**src/rtl/kwd_pkg.sv**
```systemverilog
package kwd_pkg;

  typedef enum logic {
    CMD_STOP  = 1'b0,
    CMD_START = 1'b1
  } kwdCmd_e;

  typedef struct packed {
    logic load;
    logic halt;
  } kwdStb_t;

endpackage

```
**src/rtl/kwd_ctrl.sv**
```systemverilog
module kwd_ctrl
  import kwd_pkg::*;
#(
  parameter int KEY_W = 7
) (
  input  logic             clk,
  input  logic             rst_n,
  input  logic             wrEn,
  input  logic             wrCmd,
  input  logic [KEY_W-1:0] wrKey,
  output kwdStb_t          stb,
  output logic             keyErr
);

  logic [KEY_W-1:0] refKey;
  logic             haveKey;
  logic             keyOk;
  logic             accept;

  always_comb begin
    if (haveKey) keyOk = (wrKey == ~refKey);
    else         keyOk = (kwdCmd_e'(wrCmd) == CMD_START);
    accept   = wrEn && keyOk;
    stb.load = accept && (kwdCmd_e'(wrCmd) == CMD_START);
    stb.halt = accept && (kwdCmd_e'(wrCmd) == CMD_STOP);
  end

  always_ff @(posedge clk) begin
    if (!rst_n) begin
      refKey  <= '0;
      haveKey <= 1'b0;
      keyErr  <= 1'b0;
    end else if (wrEn) begin
      if (accept) begin
        refKey  <= wrKey;
        haveKey <= 1'b1;
      end else begin
        keyErr  <= 1'b1;
      end
    end
  end

  AST_BAD_KEY_KEEPS_REF: assert property (@(posedge clk) disable iff (!rst_n)
    (wrEn && !accept) |=> $stable(refKey));
  AST_ERR_STICKY: assert property (@(posedge clk) disable iff (!rst_n)
    keyErr |=> keyErr);
  AST_STB_EXCLUSIVE: assert property (@(posedge clk) disable iff (!rst_n)
    !(stb.load && stb.halt));

endmodule

```
**src/rtl/kwd_dp.sv**
```systemverilog
module kwd_dp
  import kwd_pkg::*;
#(
  parameter int CNT_W   = 8,
  parameter int PRESC_W = 17
) (
  input  logic             clk,
  input  logic             rst_n,
  input  kwdStb_t          stb,
  input  logic [CNT_W-1:0] loadVal,
  output logic [CNT_W-1:0] cntQ,
  output logic             runQ,
  output logic             nmiReq,
  output logic             rstReq
);

  localparam logic [CNT_W-1:0]   CNT_ONE  = CNT_W'(1);
  localparam logic [CNT_W-1:0]   CNT_TWO  = CNT_W'(2);
  localparam logic [PRESC_W-1:0] PRESC_MAX = '1;

  logic [PRESC_W-1:0] presc;
  logic               tick;

  assign tick = runQ && (presc == PRESC_MAX);

  always_ff @(posedge clk) begin
    if (!rst_n) begin
      presc  <= '0;
      cntQ   <= '0;
      runQ   <= 1'b0;
      nmiReq <= 1'b0;
      rstReq <= 1'b0;
    end else begin
      nmiReq <= 1'b0;
      if (stb.load) begin
        cntQ  <= loadVal;
        presc <= '0;
        runQ  <= 1'b1;
      end else if (stb.halt) begin
        presc <= '0;
        runQ  <= 1'b0;
      end else if (runQ) begin
        presc <= presc + 1'b1;
        if (tick) begin
          if (cntQ > CNT_ONE) begin
            cntQ <= cntQ - 1'b1;
            if (cntQ == CNT_TWO) nmiReq <= 1'b1;
          end else begin
            cntQ   <= '0;
            runQ   <= 1'b0;
            rstReq <= 1'b1;
          end
        end
      end
    end
  end

  AST_NMI_ONE_CYCLE: assert property (@(posedge clk) disable iff (!rst_n)
    nmiReq |=> !nmiReq);
  AST_RST_HELD: assert property (@(posedge clk) disable iff (!rst_n)
    rstReq |=> rstReq);
  AST_RST_FROM_LOW_COUNT: assert property (@(posedge clk) disable iff (!rst_n)
    $rose(rstReq) |-> ($past(cntQ) <= CNT_ONE));
  AST_STOPPED_HOLDS: assert property (@(posedge clk) disable iff (!rst_n)
    (!runQ && !stb.load) |=> $stable(cntQ));
  AST_DEC_STEP: assert property (@(posedge clk) disable iff (!rst_n)
    (runQ && !stb.load) |=> (cntQ == $past(cntQ)) || (cntQ == $past(cntQ) - 1'b1));

endmodule

```
**src/rtl/keyed_wdog.sv**
```systemverilog
module keyed_wdog
  import kwd_pkg::*;
#(
  parameter int CNT_W   = 8,
  parameter int KEY_W   = 7,
  parameter int PRESC_W = 17
) (
  input  logic             clk,
  input  logic             rst_n,
  input  logic             wrEn,
  input  logic             wrCmd,
  input  logic [CNT_W-1:0] wrCount,
  input  logic [KEY_W-1:0] wrKey,
  output logic             nmiReq,
  output logic             rstReq,
  output logic             keyErr,
  output logic             running,
  output logic [CNT_W-1:0] count
);

  kwdStb_t stb;

  kwd_ctrl #(.KEY_W(KEY_W)) uCtrl (
    .clk    (clk),
    .rst_n  (rst_n),
    .wrEn   (wrEn),
    .wrCmd  (wrCmd),
    .wrKey  (wrKey),
    .stb    (stb),
    .keyErr (keyErr)
  );

  kwd_dp #(.CNT_W(CNT_W), .PRESC_W(PRESC_W)) uDp (
    .clk     (clk),
    .rst_n   (rst_n),
    .stb     (stb),
    .loadVal (wrCount),
    .cntQ    (count),
    .runQ    (running),
    .nmiReq  (nmiReq),
    .rstReq  (rstReq)
  );

endmodule

```
**config.mk**
```make
export PLATFORM = sky130hd
export DESIGN_NAME = keyed_wdog
export DESIGN_NICKNAME = d
export VERILOG_FILES = /design/src/rtl/kwd_pkg.sv /design/src/rtl/kwd_ctrl.sv /design/src/rtl/kwd_dp.sv /design/src/rtl/keyed_wdog.sv
export SDC_FILE = /design/constraint.sdc
export NUM_CORES = 1
export LEC_CHECK = 0
export ABC_CLOCK_PERIOD_IN_PS = 2400
export BUFFER_PORTS_ARGS = -buffer_cell sky130_fd_sc_hd__buf_4
export CORE_MARGIN = 10
export CORE_UTILIZATION = 46
export CTS_CLUSTER_SIZE = 14
export DETAILED_ROUTE_END_ITERATION = 7
export PLACE_DENSITY_LB_ADDON = 0.3
export SYNTH_ARGS = -nofsm -noshare
export SYNTH_HDL_FRONTEND = slang
export SYNTH_SLANG_ARGS = --single-unit
```
**constraint.sdc**
```tcl
create_clock -name clk -period 2.4 [get_ports clk]
set_input_delay 0.24 -clock clk [delete_from_list [all_inputs] [get_ports clk]]
set_output_delay 0.24 -clock clk [all_outputs]
set_load 0.03 [all_outputs]
```
==> qor.csv, run 1 <==
metric,value,unit
status,"complete, no violations",
start_util,0.479,
die-area,0.00723,mm2
reg2reg_depth,9,
dpl-instance-area,0.00222,mm2
finalSetupTns,0,ps
setup_viol,0,
clock_latency,300,ps
ir_drop,0.371,mV
wirelength,4150,um
synth.distinct_cells,53,
ctsHtreeMaxLevel,2,
fin_crit_sh,0.892,
dp_hpwl,3040,um
cts_setup_buffers,0,
grt_pass1_wl,7070,um
firstDrtPassIters,5,
fp.dieW,85.0,um
p_leak,0.914,nW
crit_path_end_kind,flop,
core-area,0.00406,mm2
layout-drive-gt1-share,0.215,
grt_use_total,0.117,
synth_area_leaders,"dfxtp_1, xor2_1, nand2_1",
fin_skew,7.60,ps
via_count,1631,
drv_cap,0,
slew_headroom,0.646,
worst_hold_slack,200,ps
maxSlewViolCount,0,
syn_inst,221,
hold_violations,0,
wire_per_inst,13.6,um
antenna_cells,0,
grt_pass1_vias,1589,
cts_repair_resize_count,0,
synth_area_per_cell,8.80,um2
cts-root-buf,clkbuf_8,
crit_arrival,2370,ps
cts.sinks,37,
start_kind,flop,
area_growth,20.1,%
synth_top_area_share,0.381,
io_pins,31,
numCtsBuffers,5,
synthFlopType,dfxtp_1,
hp-start,wrKey[6],
ctsHoldBuffers,0,
worst_pin_slew,528,ps
die_h,85.0,um
synth.largest_area_cell,dfxtp_1,
cts_tree,built,
vias_per_cell,5.33,
synth-edff-count,0,
stdcell_count,306,
fillers,375,
holdPathStages,3,
cp-startpoint,uDp.presc[4],
drc,0,
syn_area,0.00194,mm2
antenna_left,0,
async_flop_share,0,
synth_warnings,0,
worstPathRequired,2630,ps
grt_max_degree,23,
placed_cells,298,
portBuffers,30,
multi_input_area,0.00110,mm2
design_area,0.00234,mm2
ys_seq_area_frac,0.381,
min_period,2140,ps
power_density,624,mW/mm2
fmax,0.467,GHz
cts.path.max_buffers,2,
worstReg2RegStart,uDp.presc[4],
worst-setup-path-type,reg2reg,
grt-ovfl-total,0,
syn_nets,245,
drt-initial-drc-count,87,
worstPathMaxFanout,5,
gpl.final_weighted_congestion,0.904,
nNetsFinal,279,
clkTransAtPathRegs,80,ps
seq_area,741,um2
ys_ff_latch,37,
hold_path.class,in2reg,
row_count,23,
antenna_found_initial,0,
rsz0062_at_grt,false,
[cells by family (layout without fill, tap and decap cells)]
kind of cell	count (synthesis)	count (layout)	share of synthesized area
AO/OA/AOI/OAI	35	35	0.151
XOR/XNOR	22	22	0.0991
adder cells (fa/ha/maj)	5	5	0.0322
buffers and inverters	19	54	0.0508
flip-flops	37	37	0.381
multiplexers	4	4	0.0212
AND/OR/NAND/NOR	99	99	0.265
[cell type report]
type,instances,share of cell area
clock inverters,2,0.0161
repair buffers,36,0.116
flip-flops and latches,37,0.317
clock buffers,6,0.0354
inverters,10,0.0161
well taps,50,0.0268
multi-input cells,165,0.473
[Yosys cell counts, types with 2 or more instances]
library cell,instances
a21boi_1,8
nor2b_1,2
ha_1,5
xnor2_1,9
a31oi_1,4
o2111a_1,2
nor4_1,6
o21a_1,2
o21ai_0,2
buf_2,2
nand3b_1,4
nor2_1,25
nand2_1,28
nand3_1,10
o211ai_1,2
inv_1,10
clkbuf_1,3
o21ai_1,3
nand4_1,6
mux2i_1,3
and4_1,4
and3_1,2
xor2_1,13
dfxtp_1,37
[report_power, final]
group / total, mW / switching [mW] / internal [mW]
Sequential: 0.658 / 0.0242 / 0.634
Combinational: 0.227 / 0.128 / 0.0991
Clock: 0.573 / 0.235 / 0.338
[registers in the layout (all words and copies together) (netlist names)]
name           flops
uCtrl.haveKey      1
uCtrl.keyErr       1
uCtrl.refKey       7
uDp.cntQ           8
uDp.nmiReq         1
uDp.presc         17
uDp.rstReq         1
uDp.runQ           1
[final timing paths]
| check | end | slack [ps] |
|---|---|---|
| setup reg to reg | uDp.cntQ[2] | 260 |
| hold reg to reg | uCtrl.refKey[1] | 470 |
| setup / recovery | uDp.cntQ[2] | 260 |
| hold / removal | uCtrl.refKey[6] | 200 |
[metrics by stage]
step | worst slack (ps) | util | power (mW)
2_1_floorplan | 138 | - | 0.826
3_3_place_gp | 323 | 0.546 | 0.897
3_5_place_dp | 260 | 0.546 | 0.899
4_1_cts | 232 | 0.576 | 1.47
5_1_grt | 11.7 | 0.576 | 1.53
6_report | 260 | 0.576 | 1.46
[metal layers]
layer / part of all wire / GRT usage / wire length (um)
met5: 0 / 0 / 0
met4: 0.016 / 0.0509 / 66
met3: 0.071 / 0.0526 / 296
met2: 0.43 / 0.175 / 1800
met1: 0.48 / 0.141 / 1990
[cells in the final DEF, fill, tap and decap left out, types with 3 or more instances in the layout]
cell type  instances
nand2_1           28
buf_4             36
xor2_1            13
a31oi_1            4
nand3b_1           4
o21ai_1            3
xnor2_1            9
mux2i_1            3
nor2_1            25
nand3_1           10
nor4_1             6
nand4_1            6
a21boi_1           8
inv_1             10
clkbuf_8           6
ha_1               5
and4_1             4
dfxtp_1           37
[critical path: stages (launching register included)]
cell and delay, ps:
dfxtp_1 400, and4_1 220, nand4_1 110, nor3_1 210
ha_1 190, nand2_1 90, inv_1 140, o211ai_4 90
or4_1 460, a31oi_1 160
(Power assumes the default switching activity.)
==> run 2, diff against run 1 <==
ABC_AREA = 1   (was default)
PLACE_DENSITY = 0.69   (was default)
PLACE_DENSITY_LB_ADDON = default   (was 0.3)
==> qor.csv, run 2 <==
metric,value,unit,change
ys_seq_area_frac,0.357,,-0.0235
antenna_cells,0,,unchanged
die_h,87.1,um,+2.5%
yosys-top-cells-count,"nand2_1, nor2_1, dfxtp_1, inv_1, nand3_1",,
wirelength,4430,um,+6.7%
cts_setup_buffers,0,,unchanged
syn_nets,323,,+32%
gpl.final_weighted_congestion,0.820,,-9.3%
fin_skew,9.73,ps,+2.13 ps
cp_top_family,simple AND/OR/NAND/NOR gates,,
die-area,0.00759,mm2,+5.0%
crit_path_end_kind,flop,,
hold_violations,0,,unchanged
drt-initial-drc-count,92,,+5.7%
ctsHoldBuffers,0,,unchanged
largest_reg_flops,17,,unchanged
worst_pin_slew,452,ps,-76.3 ps
synth_warnings,0,,unchanged
ctsHtreeMaxLevel,2,,unchanged
via_count,1875,,+15%
area_growth,16.4,%,
synth-edff-count,0,,unchanged
grt-ovfl-total,0,,unchanged
synthAdderAreaFrac,0.0302,,-0.00198
hold_path.class,in2reg,,
worst_path_max_delay_cell,dfxtp_1,,
crit_arrival,2210,ps,-160 ps
setup_viol,0,,unchanged
portBuffers,30,,unchanged
worst_hold_slack,209,ps,+9.08 ps
fin_crit_sh,0.842,,-0.0502
vias_per_cell,4.91,,-7.9%
drv_cap,0,,unchanged
core-area,0.00435,mm2,+7.3%
synth_area_per_cell,6.93,um2,-21%
layout_commonest_cell,nand2_1,,
fillers,421,,+12%
synth.distinct_cells,36,,-32%
crit_buf_inv,3,,+2
worst-setup-path-type,reg2reg,,
worstPathMaxFanout,10,,+5
start_kind,flop,,
use_met1,0.144,,+0.00297
grt_use_total,0.126,,+0.00857
synth.most_common_cell,nand2_1,,
async_flop_share,0,,unchanged
seq_area,741,um2,unchanged
synth_top_family_by_area,simple AND/OR/NAND/NOR gates,,
power_density,596,mW/mm2,-4.5%
busiest_layer,met2,,
finalPower,1.44,mW,-1.4%
grt_use_met3,0.0393,,-0.0133
worstPathRequired,2590,ps,-40 ps
grt_pass1_vias,1872,,+18%
cts-root-buf,clkbuf_8,,
cts.path.max_buffers,2,,unchanged
cts_tree,built,,
placed_cells,374,,+26%
ys_ff_latch,37,,unchanged
cpMostUsedCell,nor2_1,,
grt_util_met2,0.216,,+0.0408
p_leak,1.15,nW,+26%
min_period,2020,ps,-121 ps
clock_latency,300,ps,about the same
clkTransAtPathRegs,80,ps,about the same
synthFlopType,dfxtp_1,,
numCtsBuffers,5,,unchanged
synth.area.mux_share,0,,-0.0212
syn_area,0.00207,mm2,+6.6%
final_cell_mix,"nand2_1, nor2_1, inv_1, dfxtp_1, buf_4",,
ir_drop,0.300,mV,-19%
fmax,0.495,GHz,+6.0%
status,"complete, no violations",,
row_count,24,,+4.3%
antenna_found_initial,0,,unchanged
stdcell_count,382,,+25%
crit_chain,ha_1 -> inv_1 -> nor2_1 -> nand4_1 -> nor4_1 -> ha_1 -> nand2_1 -> inv_1 -> nand2_8 -> nand2_4 -> inv_2 -> nor2_1 -> nor2_1,,
synth_compound_area_frac,0.0845,,-0.0660
wire_per_inst,11.6,um,-15%
synth.largest_area_cell,dfxtp_1,,
grt_max_degree,19,,-17%
max_stage_delay,370,ps,-90 ps
nNetsFinal,353,,+27%
drc,0,,unchanged
synth-simple-area-share,0.376,,+0.110
synth_xor_area_frac,0.0465,,-0.0526
cts_repair_resize_count,0,,unchanged
synth_top_area_share,0.357,,-0.0235
layout-drive-gt1-share,0.170,,-0.0451
dp_hpwl,3400,um,+12%
synth_area_leaders,"dfxtp_1, nand2_1, nor2_1",,
start_util,0.476,,-0.00332
rsz0062_at_grt,false,,
fp.dieW,87.1,um,+2.5%
slew_headroom,0.696,,+0.0506
firstDrtPassIters,4,,-1
cts.sinks,37,,unchanged
multi_input_area,0.00111,mm2,+0.68%
io_pins,31,,unchanged
syn_inst,299,,+35%
largestRegisters,"uDp.presc x17, uDp.cntQ x8, uCtrl.refKey x7",,
maxSlewViolCount,0,,unchanged
grt_pass1_wl,7950,um,+12%
largest-register,uDp.presc,,
finalSetupTns,0,ps,unchanged
antenna_left,0,,unchanged
run 2: cell types whose count changed in the layout (fill, tap and decap cells not counted), sizes merged, moves of 5 or more:
cell,previous run,this run
nand2,30,80
inv,10,40
nor2,25,48
a21oi,1,16
a21boi,10,0
nand3,10,19
o21ai,5,12
xnor2,9,3
buf,36,31
xor2,13,8
run 2: final timing paths:
path,from,to,slack (ps),cells after the start
setup / recovery,uDp.presc[0],uDp.cntQ[1],380,13
hold / removal,wrKey[0],uCtrl.refKey[0],210,3
setup reg to reg,uDp.presc[0],uDp.cntQ[1],380,13
hold reg to reg,uCtrl.keyErr,uCtrl.keyErr,470,2
run 2: kinds of logic (layout without fill, tap and decap cells):
family	count (synthesis)	after routing
xor+xnor	11	11
simple gates	166	166
buf+inv	48	79
compound gates	32	32
flops	37	37
fa+ha+maj	5	5
run 2: through the flow:
stage | util | cell area [um2] | setup WS, ps
final | 0.554 | 2410 | 380
after global routing | 0.554 | 2410 | 94.8
after CTS | 0.554 | 2410 | 363
after detailed placement | 0.528 | 2300 | 380
after global placement | 0.528 | 2300 | 463
after floorplan | - | 2070 | 615
run 2: layer usage:
layer / vias to the layer above / share of wire
li1: 1001 / -
met1: 846 / 0.46
met2: 23 / 0.49
met3: 5 / 0.038
met4: 0 / 0.014
met5: - / 0
run 2: final cells by class:
type	instances	share of cell area
Clock inverter	2	0.0161
Inverter	40	0.0622
Clock buffer	6	0.0301
Tap cell	52	0.0270
Sequential cell	37	0.307
Timing Repair Buffer	31	0.0965
Multi-Input combinational cell	214	0.461
run 2: where the power goes:
group	internal (mW)	leakage, nW	total [mW]	switching [mW]
Combinational	0.0922	0.796	0.248	0.155
Clock	0.312	0.0554	0.541	0.229
Sequential	0.633	0.301	0.650	0.0165
run 2: worst register-to-register path: stages, from the launching register on:
cell	delay, ps
dfxtp_1	370
ha_1	180
inv_1	50
nor2_1	100
nand4_1	100
nor4_1	210
ha_1	200
nand2_1	90
inv_1	210
nand2_8	100
nand2_4	100
inv_2	60
nor2_1	100
nor2_1	40
==> run 3, diff against run 2 <==
ABC_AREA = 0   (was 1)
ABC_CLOCK_PERIOD_IN_PS = 2000   (was 2400)
PLACE_DENSITY = 0.67   (was 0.69)
clock period = 2 ns   (was 2.4 ns; I/O delays follow)
==> qor.csv, run 3 (synthesized netlist as in run 1, its figures left out) <==
metric,value,unit,change
row_count,23,,-4.2%
start_kind,flop,,
crit_path_end_kind,flop,,
firstDrtPassIters,4,,unchanged
io_pins,31,,unchanged
p_leak,0.977,nW,-15%
die_h,85.0,um,-2.4%
finalPower,1.71,mW,+19%
worst-setup-path-type,reg2reg,,
worst_pin_slew,406,ps,-45.5 ps
antenna_left,0,,unchanged
drv_cap,0,,unchanged
hold_path.class,in2reg,,
clkTransAtPathRegs,70,ps,about the same
hold_violations,0,,unchanged
layout-drive-gt1-share,0.309,,+0.139
wirelength,4330,um,-2.2%
crit_arrival,2180,ps,-30 ps
largest-register,uDp.presc,,
fmax,0.510,GHz,+3.0%
largest_reg_flops,17,,unchanged
maxSlewViolCount,0,,unchanged
cts-root-buf,clkbuf_8,,
grt-ovfl-total,0,,unchanged
largestRegisters,"uDp.presc x17, uDp.cntQ x8, uCtrl.refKey x7",,
numCtsBuffers,5,,unchanged
ctsHtreeMaxLevel,2,,unchanged
grt_max_degree,23,,+4
setup_viol,0,,unchanged
worst_hold_slack,167,ps,-42.1 ps
post-place-ws,26.3,ps,-353 ps
crit_chain,and4_4 -> nand4_1 -> nor3_2 -> ha_2 -> nand2_2 -> inv_4 -> o211ai_4 -> or4_1 -> a31oi_1,,
layout_commonest_cell,buf_4,,
drc,0,,unchanged
vias_per_cell,5.09,,+3.7%
rsz0062_at_grt,true,,
cts.sinks,37,,unchanged
slew_headroom,0.727,,+0.0301
ir_drop,0.467,mV,+55%
worstPathMaxFanout,4,,-6
max_stage_delay,480,ps,+110 ps
holdPathStages,3,,unchanged
power_density,696,mW/mm2,+17%
min_period,1960,ps,-59.6 ps
cts_tree,built,,
drt-initial-drc-count,53,,-42%
status,"complete, no violations",,
cts.path.max_buffers,2,,unchanged
gpl.final_weighted_congestion,0.766,,-6.7%
antenna_found_initial,0,,unchanged
fp.dieW,85.0,um,-2.4%
start_util,0.479,,+0.00332
area_growth,26.4,%,
wire_per_inst,13.6,um,+17%
portBuffers,30,,unchanged
nNetsFinal,293,,-17%
via_count,1624,,-13%
dp_hpwl,3190,um,-6.2%
fin_crit_sh,0.980,,+0.139
grt_use_total,0.125,,-0.00115
worst_path_max_delay_cell,or4_1,,
core-area,0.00406,mm2,-6.8%
worstPathRequired,2220,ps,-370 ps
final_cell_mix,"buf_4, dfxtp_1, nand2_1, nor2_1, xor2_1",,
antenna_cells,0,,unchanged
placed_cells,311,,-17%
clock_latency,300,ps,about the same
grt_pass1_wl,7660,um,-3.6%
fin_ws,39.7,ps,-340 ps
stdcell_count,319,,-16%
die-area,0.00723,mm2,-4.8%
grt_pass1_vias,1656,,-12%
fin_skew,11.6,ps,+1.90 ps
reg2reg_depth,9,,-4
## run 3: cell count changes in the layout (fill, tap and decap cells not counted), moves of 8 or more
cell      change
a21oi_1      -13
a21boi_1      +8
dfxtp_2       +8
o21ai_0       -9
nand2_1      -47
inv_1        -28
nand3_1       -8
nor2_1       -20
dfxtp_1       -8
buf_4        +19
## run 3: routing by layer
layer  vias to the layer above  track usage  part of all wire
li1                        863            -                 -
met3                         7       0.0449             0.053
met1                       729        0.157              0.49
met4                         0       0.0449             0.014
met2                        25        0.190              0.44
met5                         -            0                 0
## run 3: path summary, 6_finish.rpt
check | slack [ps] | startpoint | endpoint
min reg2reg | 470 | uCtrl.refKey[2] | uCtrl.refKey[2]
max reg2reg | 40 | uDp.presc[6] | uDp.cntQ[2]
max | 40 | uDp.presc[6] | uDp.cntQ[2]
min | 170 | wrKey[3] | uCtrl.refKey[3]
## run 3: timing repair
item	CTS	global route
endpoints found under the setup margin	0	5
hold buffers	0	0
gates resized for setup	0	7
setup buffers	0	1
## run 3: area by class of cell
class	count	area [um2]
Fill cell	376	1600
Multi-Input combinational cell	165	1120
Sequential cell	37	751
Timing Repair Buffer	50	375
Clock buffer	5	68.8
Tap cell	50	62.6
Inverter	10	40.0
Clock inverter	2	35.0
## run 3: through the flow
stage / setup TNS (ps) / utilization / area (um2)
3_3_place_gp: 0 / 0.574 / 2330
3_5_place_dp: 0 / 0.574 / 2330
2_1_floorplan: -37.6 / - / 1960
5_1_grt: -80.4 / 0.606 / 2460
6_report: 0 / 0.606 / 2460
4_1_cts: 0 / 0.599 / 2430
## run 3: worst max-delay path, delay by kind of cell (launching register included)
family          cells  cell delay (ps)
compound gates      2              200
fa+ha+maj           1              200
buf+inv             1               80
flops               1              350
simple gates        5             1070
## run 3: where the power goes
group / leakage [nW] / total, mW / switching, mW / internal, mW
clock network: 0.0540 / 0.633 / 0.271 / 0.363
registers: 0.305 / 0.784 / 0.0223 / 0.761
logic: 0.618 / 0.293 / 0.163 / 0.130
total: 0.977 / 1.71 / 0.456 / 1.25
